## src/rtl/drum_iot_pkg.sv

```systemverilog
package drum_iot_pkg;
  // Decoded actions of one I/O instruction
  typedef struct packed {
    logic load_addr;   // load memory address and direction
    logic dir_write;   // captured direction bit
    logic test_done;   // skip if completion flag set
    logic test_noerr;  // skip if error flag clear
    logic clear_flags; // clear completion and error
    logic load_sect;   // load sector register
    logic kick;        // request a transfer start
  } iot_cmd_t;
endpackage

```

## src/rtl/drum_iot_decode.sv

```systemverilog
module drum_iot_decode
  import drum_iot_pkg::*;
#(
  parameter int DEV_W    = 6,
  parameter int PULSE_W  = 6,
  parameter logic [DEV_W-1:0] DEV_ADDR = 6'o60,
  parameter logic [DEV_W-1:0] DEV_SECT = 6'o61,
  parameter logic [DEV_W-1:0] DEV_STAT = 6'o62
) (
  input  logic               iot_valid,
  input  logic [DEV_W-1:0]   dev_sel,
  input  logic [PULSE_W-1:0] pulse,
  output iot_cmd_t           cmd
);
  localparam logic [PULSE_W-1:0] LOAD_MASK  = PULSE_W'('o27);
  localparam logic [PULSE_W-1:0] LOAD_MATCH = PULSE_W'('o06);

  logic hit_addr, hit_sect, hit_stat;
  logic unused_pulse_bit;

  assign hit_addr = iot_valid && (dev_sel == DEV_ADDR);
  assign hit_sect = iot_valid && (dev_sel == DEV_SECT);
  assign hit_stat = iot_valid && (dev_sel == DEV_STAT);
  assign unused_pulse_bit = pulse[3];

  always_comb begin
    cmd             = '0;
    cmd.load_addr   = hit_addr && ((pulse & LOAD_MASK) == LOAD_MATCH);
    cmd.dir_write   = pulse[5];
    cmd.test_done   = hit_sect && pulse[0];
    cmd.test_noerr  = hit_stat && pulse[0];
    cmd.clear_flags = (hit_sect && pulse[1]) || (hit_stat && pulse[2]);
    cmd.load_sect   = hit_sect && pulse[2];
    cmd.kick        = (hit_sect || hit_stat) && pulse[2];
  end
endmodule

```

## src/rtl/drum_flag.sv

```systemverilog
module drum_flag (
  input  logic clk,
  input  logic rst_n,
  input  logic set_i,
  input  logic clr_i,
  output logic q
);
  // Set wins over clear
  always_ff @(posedge clk) begin
    if (!rst_n)     q <= 1'b0;
    else if (set_i) q <= 1'b1;
    else if (clr_i) q <= 1'b0;
  end
endmodule

```

## src/rtl/drum_iot_decoder.sv

```systemverilog
module drum_iot_decoder
  import drum_iot_pkg::*;
#(
  parameter int DEV_W   = 6,
  parameter int PULSE_W = 6,
  parameter int AC_W    = 18,
  parameter int ADDR_W  = 15,
  parameter int SECT_W  = 9,
  parameter logic [DEV_W-1:0] DEV_ADDR = 6'o60,
  parameter logic [DEV_W-1:0] DEV_SECT = 6'o61,
  parameter logic [DEV_W-1:0] DEV_STAT = 6'o62
) (
  input  logic               clk,
  input  logic               rst_n,
  input  logic               iot_valid,
  input  logic [DEV_W-1:0]   dev_sel,
  input  logic [PULSE_W-1:0] pulse,
  input  logic [AC_W-1:0]    acc,
  input  logic               xfer_done,
  input  logic               xfer_err,
  output logic               skip,
  output logic               irq,
  output logic               start,
  output logic [ADDR_W-1:0]  mem_addr,
  output logic               write_mode,
  output logic [SECT_W-1:0]  sector
);
  localparam int NFLAG = 2;
  localparam int F_DONE = 0;
  localparam int F_ERR  = 1;

  iot_cmd_t         cmd;
  logic [NFLAG-1:0] flag_set, flag_q;
  logic             unused_acc;

  assign unused_acc = ^acc[AC_W-1:ADDR_W];

  drum_iot_decode #(
    .DEV_W(DEV_W), .PULSE_W(PULSE_W),
    .DEV_ADDR(DEV_ADDR), .DEV_SECT(DEV_SECT), .DEV_STAT(DEV_STAT)
  ) u_dec (
    .iot_valid(iot_valid), .dev_sel(dev_sel), .pulse(pulse), .cmd(cmd)
  );

  assign flag_set[F_DONE] = xfer_done;
  assign flag_set[F_ERR]  = xfer_err;

  for (genvar g = 0; g < NFLAG; g++) begin : g_flag
    drum_flag u_flag (
      .clk(clk), .rst_n(rst_n),
      .set_i(flag_set[g]), .clr_i(cmd.clear_flags), .q(flag_q[g])
    );
  end

  // Skip reads the flags before this instruction's own clear
  assign skip = (cmd.test_done  &&  flag_q[F_DONE]) ||
                (cmd.test_noerr && !flag_q[F_ERR]);
  assign irq  = flag_q[F_DONE];

  always_ff @(posedge clk) begin
    if (!rst_n) begin
      mem_addr   <= '0;
      write_mode <= 1'b0;
      sector     <= '0;
      start      <= 1'b0;
    end else begin
      start <= cmd.kick;
      if (cmd.load_addr) begin
        mem_addr   <= acc[ADDR_W-1:0];
        write_mode <= cmd.dir_write;
      end
      if (cmd.load_sect) sector <= acc[SECT_W-1:0];
    end
  end
endmodule

```

## config.mk

```make
export PLATFORM = sky130hd
export DESIGN_NAME = drum_iot_decoder
export DESIGN_NICKNAME = d
export VERILOG_FILES = /design/src/rtl/drum_iot_pkg.sv /design/src/rtl/drum_iot_decode.sv /design/src/rtl/drum_flag.sv /design/src/rtl/drum_iot_decoder.sv
export SDC_FILE = /design/constraint.sdc
export NUM_CORES = 1
export LEC_CHECK = 0
export BUFFER_PORTS_ARGS = -buffer_cell sky130_fd_sc_hd__buf_2
export CAP_MARGIN = 20
export CORE_MARGIN = 2
export CORE_UTILIZATION = 43
export CTS_CLUSTER_DIAMETER = 50
export DETAILED_ROUTE_END_ITERATION = 10
export GPL_ROUTABILITY_DRIVEN = 0
export GPL_TIMING_DRIVEN = 0
export PLACE_DENSITY_LB_ADDON = 0.15
export SLEW_MARGIN = 0
export SYNTH_ARGS = -nofsm -noshare
export SYNTH_HDL_FRONTEND = slang
export SYNTH_SLANG_ARGS = --single-unit
```

## constraint.sdc

```tcl
create_clock -name clk -period 1.6 [get_ports clk]
set_input_delay 0.08 -clock clk [delete_from_list [all_inputs] [get_ports clk]]
set_output_delay 0.08 -clock clk [all_outputs]
set_load 0.02 [all_outputs]
```

==> After elaboration in Yosys (flattened, before gate mapping) <==
Cells that the tools add are included.
{ "classes": {"n_eq_ne": 4, "muxes": 3, "reduce_logical": 18} }
{ "ops": {"columns": ["operator", "n"], "rows": [
  ["equality test 6 bit, second input constant", 3],
  ["logical AND 1 bit", 12],
  ["equality test 4 x 3 -> 1 bit, second input constant", 1],
  ["nonzero test 2 bit", 2],
  ["logical OR 1 bit", 3],
  ["2-to-1 mux 1 bit", 3],
  ["logical NOT 1 bit", 1]
]} }
{ "totals": {"register_bits": 28, "inputBits": 35, "output_inout_bits": 28, "elab_cells": 31} }

==> Longest topological paths before layout <==
Gate-level depths: netlist of the first run.
{ "logic_depth": {"word_depth": 6, "mapped_depth": 4} }

==> By module <==
Synthesis of the first run repeated with hierarchy kept, for this count alone.
{ "hier_totals": {"cells_unflattened": 107, "hier_area_um2": 1196.1} }
{ "modules_own_cells": {"columns": ["module", "n_inst", "cells_per_inst", "area_each_um2", "seq_area_each_um2"], "rows": [
  ["drum_iot_decoder", 1, 85, 992.2, 520.5],
  ["drum_iot_decode", 1, 16, 121.4, 0.0],
  ["drum_flag", 2, 3, 41.3, 20.0]
]} }

==> Least setup slack after synthesis of the first run <==
Ideal clock, no wire load.
{ "synth_path": {"kind": "input -> register", "startpoint": "input pulse[0]", "endpoint": "register mem_addr[6]", "setup_time_ns": 0.072, "t_arrival_ns": 1.415, "required_ns": 1.528, "path_slack_ns": 0.113, "stages": 4, "path_buffers": 1, "cell_sequence": "or4b_4 > nor4_4 > buf_6 > mux2i_1"} }
{ "synth_via": {"elab_chain_cells": 2} }
{ "synth_lines": {"columns": ["item", "line_no", "text"], "rows": [
  ["from (decl)", "drum_iot_decoder.sv:17", "input logic [PULSE_W-1:0] pulse,"],
  ["equality test 4 x 3 -> 1 bit", "drum_iot_decode.sv:28", "cmd.load_addr = hit_addr && ((pulse & LOAD_MASK) == LOAD_MATCH);"],
  ["logical AND 1 bit", "drum_iot_decode.sv:28", null],
  ["to (signal assigned)", "drum_iot_decoder.sv:69", "mem_addr <= acc[ADDR_W-1:0];"],
  ["to (decl)", "drum_iot_decoder.sv:24", "output logic [ADDR_W-1:0] mem_addr,"]
]} }
Every way passes these cells.
A chain may end at the register's enable or synchronous reset.

==> Worst setup path in the final report of the first run <==
{ "layout_path": {"startpoint": "input dev_sel[0]", "endpoint": "register mem_addr[11]"} }
{ "layout_via": {"elab_chain_cells": 3} }
{ "layout_lines": {"columns": ["item", "line_no", "text"], "rows": [
  ["from (decl)", "drum_iot_decoder.sv:16", "input logic [DEV_W-1:0] dev_sel,"],
  ["equality test 6 bit", "drum_iot_decode.sv:21", "assign hit_addr = iot_valid && (dev_sel == DEV_ADDR);"],
  ["logical AND 1 bit", "drum_iot_decode.sv:21", null],
  ["logical AND 1 bit", "drum_iot_decode.sv:28", null]
]} }
Every way passes these cells.

==> metrics.md, run 1 <==
| Metric | Value |
|---|---|
| Status | finished clean |
| Rows | 18 |
| HP Class | in2reg |
| Worst IR drop on VDD | 0.715 mV |
| Clk_lat worst skew | ~0.32 ns |
| GR peak layer | met2 |
| Initial antenna violation count | 0 |
| ANT cells | 0 |
| Yosys warning count | 0 |
| DRC errors left | 0 |
| CTS Hold Bufs | 6 |
| Core area | approximately 2500 um2 |
| Startpoint Class | input pin |
| Synth Register Bits | 28 |
| Drt wl/cell | around 12 um |
| Largest net degree at the start of global routing | 17 |
| NumNets Final | around 230 |
| Setup TNS | 0 ns |
| Count of final hold-check violations | 0 |
| CTS tree | done |
| Mapped Area | 1160 um2 |
| Fin crit share | 0.899 |
| Post-cts resize count | 0 |
| DR iter-0 viols | just over 40 |
| Leak Pwr | ~0.72 nW |
| CP required | about 1.9 ns |
| Vias in the first global route | ~1100 |
| Root buffer cell | clkbuf_4 |
| Met2 usage in global routing | 0.345 |
| Sequential share of the synthesized area | 0.482 |
| Clock Path Buffers | 2 |
| Global Route met3 Usage | 0.0326 |
| Critical path data arrival time | 1.70 ns |
| Pwr Density | about 790 nW/um2 |
| Drt pass-1 iters | 4 |
| Pwr Total | about 1.3 mW |
| Post-synth cell types | 18 |
| Worst Path Max Fanout | 10 |
| Antenna violation net count after detailed routing | 0 |
| Peak Freq | between 600 and 700 MHz |
| R2r setup slk | approximately 0.92 ns |
| Post-DP HPWL | just over 2000 um |
| Number of enable flip-flop cells after synthesis | 0 |
| Initial core utilization | 0.461 |
| Vias per cell | about 5 |
| First-pass GRT wire length | roughly 4700 um |
| Hold Startpoint | acc[11] |
| Ports | 63 |
| Clock Skews | 0 ns |
| Die footprint | 3140 um2 |
| Setup Crit Path Kind | in2reg |
| RSZ-0062 raised after global routing | no |
| Clk pin slew, worst setup/hold paths | about 0.15 ns |
| Max cap viols | 0 |
| Crit path capture type | flip-flop |
| Total track usage | 0.185 |
| Syn Inst Count | roughly 120 |
| Setup violations, final | 0 |
| Net count after synthesis | around 160 |
| Setup bufs post-CTS | 0 |
| Layout cells sized above 1 | 0.344 |
| Worst r2r src | g_flag[0].u_flag.q |
| Total Wirelength | around 2800 um |
| Via count | 1104 |
| Die width | 56.0 um |
| Worst-Margin Slew | ~0.63 ns |
| Asr flop ratio synth | 0 |
| Die H | around 56 um |
| Final slew viol count | 0 |
| Post-synth top flop | dfxtp_1 |
| Total CTS buffers | 3 |
| Minimum clock period | 1.44 ns |
| GR Util met1 | 0.214 |
| # port buffers | 57 |
| Mean Syn Cell Area | between 9 and 10 um2 |
| Clk sinks | 28 |
| Area Overhead vs Synth | 38.3% |
| Global route overflow | 0 |
| Max transition margin | 0.574 |
| Htree depth | 1 |
| Worst Setup SP | dev_sel[0] |
==> worst max-delay path, stage by stage <==
cell and delay, ns:
buf_2 0.13, or4b_4 0.53, nor4_4 0.49, buf_6 0.26, mux2i_1 0.20
==> cell families (layout without fill, tap and decap cells) <==
family | after synthesis | in the layout | synth area share
compound gates | 6 | 6 | 0.0258
xor+xnor | 1 | 1 | 0.00753
buf+inv | 8 | 76 | 0.0333
flops | 28 | 28 | 0.482
mux | 25 | 25 | 0.215
simple gates | 56 | 56 | 0.237
==> power by group <==
part | switching (mW) | internal [mW] | leakage [nW] | total (mW)
sequential | 0.00261 | 0.702 | 0.226 | 0.704
clock | 0.202 | 0.253 | 0.0279 | 0.455
combinational | 0.0621 | 0.0563 | 0.469 | 0.118
==> Yosys cell counts (all sizes together), types with 2 or more instances <==
cell | n | area (um2)
mux2i | 25 | 250
nor3 | 3 | 15.0
nand2b | 2 | 12.5
clkbuf | 5 | 18.8
nand2 | 42 | 158
buf | 2 | 16.3
dfxtp | 28 | 561
o21ai | 4 | 20.0
a21oi | 2 | 10.0
nand3b | 4 | 30.0
==> routing by layer <==
layer,part of all wire,vias to the layer above
li1,-,548
met1,0.43,515
met2,0.51,37
met3,0.053,4
met4,0.0083,0
met5,0,-
==> stage by stage <==
step | instance area [um2] | worst slack [ns] | cells | util | hold WS [ns]
finish | 1610 | 0.161 | 222 | 0.638 | 0.0133
global route | 1610 | 0.0597 | 222 | 0.638 | 0.00387
CTS | 1600 | 0.107 | 221 | 0.634 | 0.000451
detailed placement | 1490 | -0.248 | 211 | 0.589 | 0.340
global placement | 1490 | -0.169 | 211 | 0.589 | 0.328
floorplan | 1160 | 0.113 | 124 | - | 0.222
==> path summary, 6_finish.rpt <==
kind | end | cells past startpoint
setup reg to reg | g_flag[0].u_flag.q | 2
setup / recovery | mem_addr[11] | 5
hold reg to reg | sector[2] | 2
hold / removal | mem_addr[11] | 3
==> cell type report <==
type / count / area [um2]
Clock inverter: 1 / 30.0
Fill cell: 227 / 913
Clock buffer: 3 / 22.5
Inverter: 1 / 3.75
Timing Repair Buffer: 64 / 355
Multi-Input combinational cell: 88 / 564
Buffer: 7 / 35.0
Tap cell: 30 / 37.5
Sequential cell: 28 / 561
==> placed cells by master (no fill, tap or decap), drive strengths merged <==
cell	n
inv	1
nor4b	1
o21ai	4
nand2b	2
and3	1
nor4	1
nor3	3
dfxtp	28
buf	59
nor2	1
dlygate4sd3	7
bufinv	1
nand2	42
clkbuf	8
a21oi	2
or4b	1
xor2	1
mux2i	25
nand3b	4
==> flip-flops by register name, summed over array words and instances, names as in the netlist <==
name	count
mem_addr	15
sector	9
g_flag.u_flag.q	2
start	1
write_mode	1
Note: power is estimated with default switching activity, not from simulation.
==> inputs of run 2 (changes only) <==
--- a/config.mk
+++ b/config.mk
@@ -7,7 +7,6 @@
 export LEC_CHECK = 0
 export BUFFER_PORTS_ARGS = -buffer_cell sky130_fd_sc_hd__buf_2
 export CAP_MARGIN = 20
-export CORE_MARGIN = 2
 export CORE_UTILIZATION = 43
 export CTS_CLUSTER_DIAMETER = 50
 export DETAILED_ROUTE_END_ITERATION = 10
==> run 2 against run 1 <==
  * Critical path depth is the same
  * Routed wire length grew 4.0%
  * Flip-flop and latch count is the same
  * Die area shrank 7.0%
  * Non-clock buffer count grew 3
  * Register-to-register slack lost 0.03 ns
  * Critical endpoint is now mem_addr[10]
==> metrics.md, run 2 (synthesized netlist as in run 1, its figures left out) <==
| Metric | Value |
|---|---|
| Layout cells sized above 1 | 0.338 (was 0.344) |
| R2r setup slk | 0.89 ns (was 0.92 ns) |
| R2R cell count | 2 (unchanged) |
| Clk pin slew, worst setup/hold paths | 0.15 ns (about the same) |
| Hold Startpoint | acc[0] (was acc[11]) |
| Most frequent cells in the layout | buf_2 (58), nand2_1 (42), dfxtp_1 (28) (unchanged) |
| Worst r2r src | g_flag[0].u_flag.q (unchanged) |
| Peak Freq | 683 MHz (was 695 MHz) |
| # port buffers | 57 (unchanged) |
| Crit path capture type | flip-flop (unchanged) |
| Fin crit share | 0.915 (was 0.899) |
| Clk sinks | 28 (unchanged) |
| Vias in the first global route | 1047 (was 1083) |
| Total CTS buffers | 3 (unchanged) |
| Die width | 54.0 um (was 56.0 um) |
| Initial core utilization | 0.461 (unchanged) |
| Setup bufs post-CTS | 0 (unchanged) |
| Die footprint | 2920 um2 (was 3140 um2) |
| Area of the multi-input gates | 564 um2 (unchanged) |
| Minimum clock period | 1.46 ns (was 1.44 ns) |
| Vias per cell | 4.93 (was 4.97) |
| Pwr Density | 790 nW/um2 (was 794 nW/um2) |
| Switching pwr | 0.278 mW (was 0.267 mW) |
| Rows | 18 (unchanged) |
| Count of final hold-check violations | 0 (unchanged) |
| Max transition margin | 0.546 (was 0.574) |
| NumNets Final | 231 (was 228) |
| ANT cells | 0 (unchanged) |
| Initial antenna violation count | 0 (unchanged) |
| Clock Skews | 0 ns (unchanged) |
| Root buffer cell | clkbuf_4 (unchanged) |
| Final slew viol count | 0 (unchanged) |
| CP required | 1.87 ns (was 1.86 ns) |
| Startpoint Class | input pin (unchanged) |
| Drt pass-1 iters | 4 (unchanged) |
| Drt wl/cell | 12.8 um (was 12.5 um) |
| HP Class | in2reg (unchanged) |
| Total Wirelength | 2880 um (was 2770 um) |
| Worst IR drop on VDD | 0.547 mV (was 0.715 mV) |
| Ports | 63 (unchanged) |
| Dpl ws | -0.243 ns (was -0.248 ns) |
| CTS tree | done (unchanged) |
| R2r endpoint | g_flag[0].u_flag.q (unchanged) |
| Biggest regs | mem_addr: 15 flops, sector: 9 flops, g_flag.u_flag.q: 2 flops (unchanged) |
| First-pass GRT wire length | 4320 um (was 4710 um) |
| Post-DP HPWL | 2050 um (was 2070 um) |
| Worst-Margin Slew | 0.676 ns (was 0.634 ns) |
| Setup slack after layout | 0.136 ns (was 0.161 ns) |
| Largest Register | mem_addr (unchanged) |
| Number of flip-flops in the largest register | 15 (unchanged) |
| Internal power | 1.02 mW (was 1.01 mW) |
| Hold path endpoint | sector[0] (was mem_addr[11]) |
| Setup Crit Path Kind | in2reg (unchanged) |
| Clk_lat worst skew | 0.32 ns (about the same) |
| Gate power share | 0.096 (was 0.093) |
| DR iter-0 viols | 11 (was 41) |
| Setup violations, final | 0 (unchanged) |
| Sequential cell area | 561 um2 (unchanged) |
| Sequential share of power | 0.544 (was 0.551) |
| Global route overflow | 0 (unchanged) |
| Filler cell count | 232 (was 227) |
| Max cap viols | 0 (unchanged) |
| DRC errors left | 0 (unchanged) |
| Area Overhead vs Synth | 40.9% (was 38.3%) |
| Htree depth | 1 (unchanged) |
| Commonest non-fill, non-tap cell in the layout | buf_2 (unchanged) |
| Sw Share | 0.215 (was 0.209) |
| Status | finished clean (unchanged) |
| Layout Utilization | 0.650 (was 0.638) |
| Largest net degree at the start of global routing | 17 (unchanged) |
| Leak Pwr | 0.736 nW (was 0.723 nW) |
| Critical path data arrival time | 1.73 ns (was 1.70 ns) |
| Hold Path Stages | 3 (unchanged) |
| Core area | 2520 um2 (unchanged) |
| Clock Path Buffers | 2 (unchanged) |
| RSZ-0062 raised after global routing | no (unchanged) |
| Antenna violation net count after detailed routing | 0 (unchanged) |
| Clock power share | 0.360 (was 0.356) |
| Total track usage | 0.209 (was 0.185) |
| Via count | 1110 (was 1104) |
| Die H | 54.0 um (was 56.0 um) |
| Worst Path Max Fanout | 10 (unchanged) |
-- run 2: changes by cell type in the layout (fill, tap and decap cells not counted), sizes merged --
cell	previous run	this run
dlygate4sd3	7	10
-- run 2: power groups by stage --
| stage | sequential [mW] | clock, mW | combinational, mW |
|---|---|---|---|
| floorplan | 0.722 | 0 | 0.0457 |
| global placement | 0.719 | 0 | 0.0995 |
| detailed placement | 0.719 | 0 | 0.105 |
| CTS | 0.704 | 0.471 | 0.120 |
| global route | 0.705 | 0.503 | 0.138 |
| finish | 0.704 | 0.466 | 0.125 |
-- run 2: worst max-delay path, stage by stage --
cell	delay, ns
buf_2	0.13
or4b_4	0.53
nor4_4	0.52
buf_6	0.26
mux2i_1	0.20
-- run 2: metrics by stage --
step | setup TNS, ns | std cells | instance area, um2 | hold slack [ns] | power (mW)
2_1_floorplan | 0 | 124 | 1160 | 0.222 | 0.768
3_3_place_gp | -1.69 | 211 | 1490 | 0.327 | 0.819
3_5_place_dp | -2.30 | 211 | 1490 | 0.341 | 0.824
4_1_cts | 0 | 223 | 1620 | 0.000535 | 1.30
5_1_grt | 0 | 225 | 1640 | 0.00795 | 1.35
6_report | 0 | 225 | 1640 | 0.00832 | 1.29
-- run 2: how the worst max path moves through the flow --
stage / startpoint / to / slack, ns / depth (start not counted)
CTS: dev_sel[0] / mem_addr[10] / 0.12 / 5
global route: dev_sel[0] / mem_addr[10] / 0.05 / 5
finish: dev_sel[0] / mem_addr[10] / 0.14 / 5
detailed placement: dev_sel[0] / mem_addr[10] / -0.24 / 5
floorplan: pulse[0] / mem_addr[6] / 0.11 / 4
global placement: dev_sel[0] / mem_addr[10] / -0.17 / 5
-- run 2: layout make-up --
cell class,instances,share of cell area
Clock inverter,1,0.0183
Clock buffer,3,0.0137
Tap cell,30,0.0229
Multi-Input combinational cell,88,0.344
Timing Repair Buffer,67,0.235
Buffer,7,0.0214
Inverter,1,0.00229
Sequential cell,28,0.342
-- run 2: what timing repair did --
| item | CTS | global route |
|---|---|---|
| hold endpoints to repair | 8 | 2 |
| hold buffers | 8 | 2 |
| gates resized for setup | 0 | 0 |
-- run 2: routing by layer --
layer,GRT usage,part of all wire,vias up
li1,-,-,557
met1,0.232,0.42,526
met2,0.391,0.54,25
met3,0.0311,0.038,2
met4,0.0855,0.0052,0
met5,0,0,-
==> inputs of run 3 (changes only) <==
--- a/config.mk
+++ b/config.mk
@@ -5,9 +5,10 @@
 export SDC_FILE = /design/constraint.sdc
 export NUM_CORES = 1
 export LEC_CHECK = 0
+export ABC_AREA = 1
 export BUFFER_PORTS_ARGS = -buffer_cell sky130_fd_sc_hd__buf_2
 export CAP_MARGIN = 20
-export CORE_UTILIZATION = 43
+export CORE_UTILIZATION = 44
 export CTS_CLUSTER_DIAMETER = 50
 export DETAILED_ROUTE_END_ITERATION = 10
 export GPL_ROUTABILITY_DRIVEN = 0
==> run 3 against run 2 <==
  * Count of clock-buffer cells in the layout is the same
  * Combinational power shrank 3%
  * Largest cell class unchanged
  * First-iteration DRC count grew to 3.1 times the previous value
  * Critical endpoint is now skip
  * Worst setup slack gained 0.17 ns
==> metrics.md, run 3 <==
| Metric | Value |
|---|---|
| Setup TNS | 0 ns (unchanged) |
| Biggest regs | mem_addr: 15 flops, sector: 9 flops, g_flag.u_flag.q: 2 flops (unchanged) |
| Largest net degree at the start of global routing | 17 (unchanged) |
| Initial core utilization | 0.483 (was 0.461) |
| Gate power share | 0.094 (was 0.096) |
| Number of flip-flops in the largest register | 15 (unchanged) |
| Clk sinks | 28 (unchanged) |
| Via count | 1300 (was 1110) |
| Final slew viol count | 0 (unchanged) |
| Post-synth top flop | dfxtp_1 (unchanged) |
| Net count after synthesis | 199 (was 159) |
| Layout cells sized above 1 | 0.352 (was 0.338) |
| Total track usage | 0.209 (about the same) |
| Worst-Margin Slew | 0.424 ns (was 0.676 ns) |
| DR iter-0 viols | 34 (was 11) |
| Die footprint | 3060 um2 (was 2920 um2) |
| Initial antenna violation count | 0 (unchanged) |
| # port buffers | 57 (unchanged) |
| Clock power share | 0.357 (was 0.360) |
| RSZ-0062 raised after global routing | no (unchanged) |
| Post-synth cell types | 16 (was 18) |
| Area Overhead vs Synth | 31.6% (was 40.9%) |
| Slowest stage delay, CP | 0.26 ns (was 0.53 ns) |
| Inst Count DP | 251 (was 211) |
| Largest cells by area after synthesis | dfxtp_1 (45%), nand3b_1 (9.6%), nand2_1 (9.3%) (was dfxtp_1 (48%), mux2i_1 (22%), nand2_1 (14%)) |
| First-pass GRT wire length | 5230 um (was 4320 um) |
| Clk pin slew, worst setup/hold paths | 0.15 ns (about the same) |
| Area share of the largest cell type after synthesis | 0.448 (was 0.482) |
| Filler cell count | 247 (was 232) |
| Critical path data arrival time | 1.22 ns (was 1.73 ns) |
| Layout Utilization | 0.635 (was 0.650) |
| Total Wirelength | 3150 um (was 2880 um) |
| Post-synth top cells | nand2_1 (31), dfxtp_1 (28), nor2_1 (27) (was nand2_1 (42), dfxtp_1 (28), mux2i_1 (25)) |
| Switching pwr | 0.275 mW (was 0.278 mW) |
| Rows | 18 (unchanged) |
| Most frequent cells in the layout | buf_2 (59), nand2_1 (31), dfxtp_1 (28) (was buf_2 (58), nand2_1 (42), dfxtp_1 (28)) |
| Peak Freq | 770 MHz (was 683 MHz) |
| Clock Skews | 0 ns (unchanged) |
| Sw Share | 0.214 (was 0.215) |
| Max transition margin | 0.717 (was 0.546) |
| Asr flop ratio synth | 0 (unchanged) |
| Mux cell area share after synthesis | 0 (was 0.215) |
| Largest Register | mem_addr (unchanged) |
| Post-synthesis xor/xnor area fraction | 0 (was 0.00753) |
| Worst IR drop on VDD | 0.520 mV (was 0.547 mV) |
| NumNets Final | 263 (was 231) |
| Vias in the first global route | 1245 (was 1047) |
| R2R cell count | 2 (unchanged) |
| Syn Inst Count | 164 (was 124) |
| Clk_lat worst skew | 0.32 ns (about the same) |
| Worst Path Max Fanout | 10 (unchanged) |
| Min Hold Slack | 0.0353 ns (was 0.00832 ns) |
| Die width | 55.3 um (was 54.0 um) |
| Crit path capture type | output pin (was flip-flop) |
| Root buffer cell | clkbuf_4 (unchanged) |
| Core area | 2590 um2 (was 2520 um2) |
| Non-filler cells, final | 257 (was 225) |
| Max cap viols | 0 (unchanged) |
| Antenna violation net count after detailed routing | 0 (unchanged) |
| Mean Syn Cell Area | 7.62 um2 (was 9.38 um2) |
| Worst path cell trace | buf_2 -> inv_1 -> nand2_1 -> nor2_1 -> buf_2 -> nand3_1 -> a21oi_1 -> buf_2 (was buf_2 -> or4b_4 -> nor4_4 -> buf_6 -> mux2i_1) |
| Hold Path Stages | 3 (unchanged) |
| Slowest cell on crit path | buf_2 (was or4b_4) |
| Met2 wire len | 1510 um (was 1550 um) |
| Compound-Gate Fraction of Synth Area | 0.0521 (was 0.0258) |
| Sequential share of the synthesized area | 0.448 (was 0.482) |
| Status | finished clean (unchanged) |
| Fin crit share | 0.812 (was 0.915) |
| Synth Register Bits | 28 (unchanged) |
| Clock Path Buffers | 2 (unchanged) |
| Setup Crit Path Kind | in2out (was in2reg) |
| Post-cts resize count | 0 (unchanged) |
| Sequential share of power | 0.549 (was 0.544) |
| CTS Hold Bufs | 2 (was 8) |
| Leak Pwr | 0.804 nW (was 0.736 nW) |
| Ports | 63 (unchanged) |
| Mapped Area | 1250 um2 (was 1160 um2) |
| Yosys warning count | 0 (unchanged) |
| Largest family of logic cells by synthesized area | simple AND/OR/NAND/NOR gates (unchanged) |
| Largest area contributor in the netlist | dfxtp_1 (unchanged) |
| Adder-Cell Fraction of Synth Area | 0 (unchanged) |
| Simple-gate share of the synthesized area | 0.428 (was 0.237) |
| DRC errors left | 0 (unchanged) |
| DRT met1 WL | 1470 um (was 1210 um) |
| Vias per cell | 5.06 (was 4.93) |
| HP Class | in2reg (unchanged) |
| ANT cells | 0 (unchanged) |
| DR top layer | met4 (unchanged) |
| Drt pass-1 iters | 4 (unchanged) |
| CTS tree | done (unchanged) |
| Minimum clock period | 1.30 ns (was 1.46 ns) |
| Number of enable flip-flop cells after synthesis | 0 (unchanged) |
| Drt wl/cell | 12.3 um (was 12.8 um) |
| Setup violations, final | 0 (unchanged) |
| Pwr Total | 1.28 mW (was 1.29 mW) |
| Setup bufs post-CTS | 0 (unchanged) |
| Commonest non-fill, non-tap cell in the layout | buf_2 (unchanged) |
| Count of final hold-check violations | 0 (unchanged) |
| Post-DP HPWL | 2410 um (was 2050 um) |
| Startpoint Class | input pin (unchanged) |
| Met3 WL | 144 um (was 109 um) |
| Global route overflow | 0 (unchanged) |
| Die H | 55.3 um (was 54.0 um) |
| Total CTS buffers | 3 (unchanged) |
| Pwr Density | 780 nW/um2 (was 790 nW/um2) |
| Internal power | 1.01 mW (was 1.02 mW) |
| Most used cell, CP | buf_2 |
| Htree depth | 1 (unchanged) |
| Top-count cell post-synth | nand2_1 (unchanged) |
| CP required | 1.52 ns (was 1.87 ns) |
[run 3: cell types whose count changed after synthesis, moves of 10 or more]
cell and delta:
a21oi_1 +11, mux2i_1 -25, nand2_1 -11, nand3b_1 +12, nand4_1 +10, nor2_1 +26, nor2_2 +11
[run 3: kinds of logic after synthesis]
group,after synthesis
buf+inv,19
simple gates,104
compound gates,13
flops,28
[run 3: critical path, delay by kind of cell]
kind | cells | cell delay (ns)
AOI/OAI and AO/OA | 1 | 0.14
and+or+nand+nor | 3 | 0.35
buffers and inverters | 4 | 0.62
[run 3: metal layers]
layer / global-route usage / vias up
met5: 0 / -
met4: 0.0714 / 0
met3: 0.0351 / 4
met2: 0.361 / 36
met1: 0.261 / 600
li1: - / 660
[run 3: path summary, 6_finish.rpt]
kind / start / end / slack [ns]
hold reg to reg: sector[3] / sector[3] / 0.48
setup / recovery: dev_sel[1] / skip / 0.30
setup reg to reg: g_flag[0].u_flag.q / g_flag[0].u_flag.q / 0.95
hold / removal: acc[6] / sector[6] / 0.04
[run 3: power groups by stage]
stage / clock network [mW] / registers (mW) / logic [mW]
finish: 0.458 / 0.705 / 0.121
global route: 0.496 / 0.706 / 0.134
CTS: 0.466 / 0.705 / 0.120
detailed placement: 0 / 0.720 / 0.115
global placement: 0 / 0.719 / 0.111
floorplan: 0 / 0.723 / 0.0561
[run 3: through the flow]
stage          instance area, um2  setup WS, ns
6_report                     1650         0.301
3_3_place_gp                 1570         0.339
4_1_cts                      1650         0.318
5_1_grt                      1650         0.170
2_1_floorplan                1250         0.503
3_5_place_dp                 1570         0.330
[run 3: cell type report]
cell class                 count  area (um2)  share of cell area
clock buffer                   3        22.5              0.0137
inverter                      10        37.5              0.0228
multi-input combinational    117         601               0.365
buffer                         9        51.3              0.0312
clock inverter                 1        30.0              0.0183
tap                           30        37.5              0.0228
sequential                    28         561               0.341
timing repair buffer          59         305               0.186
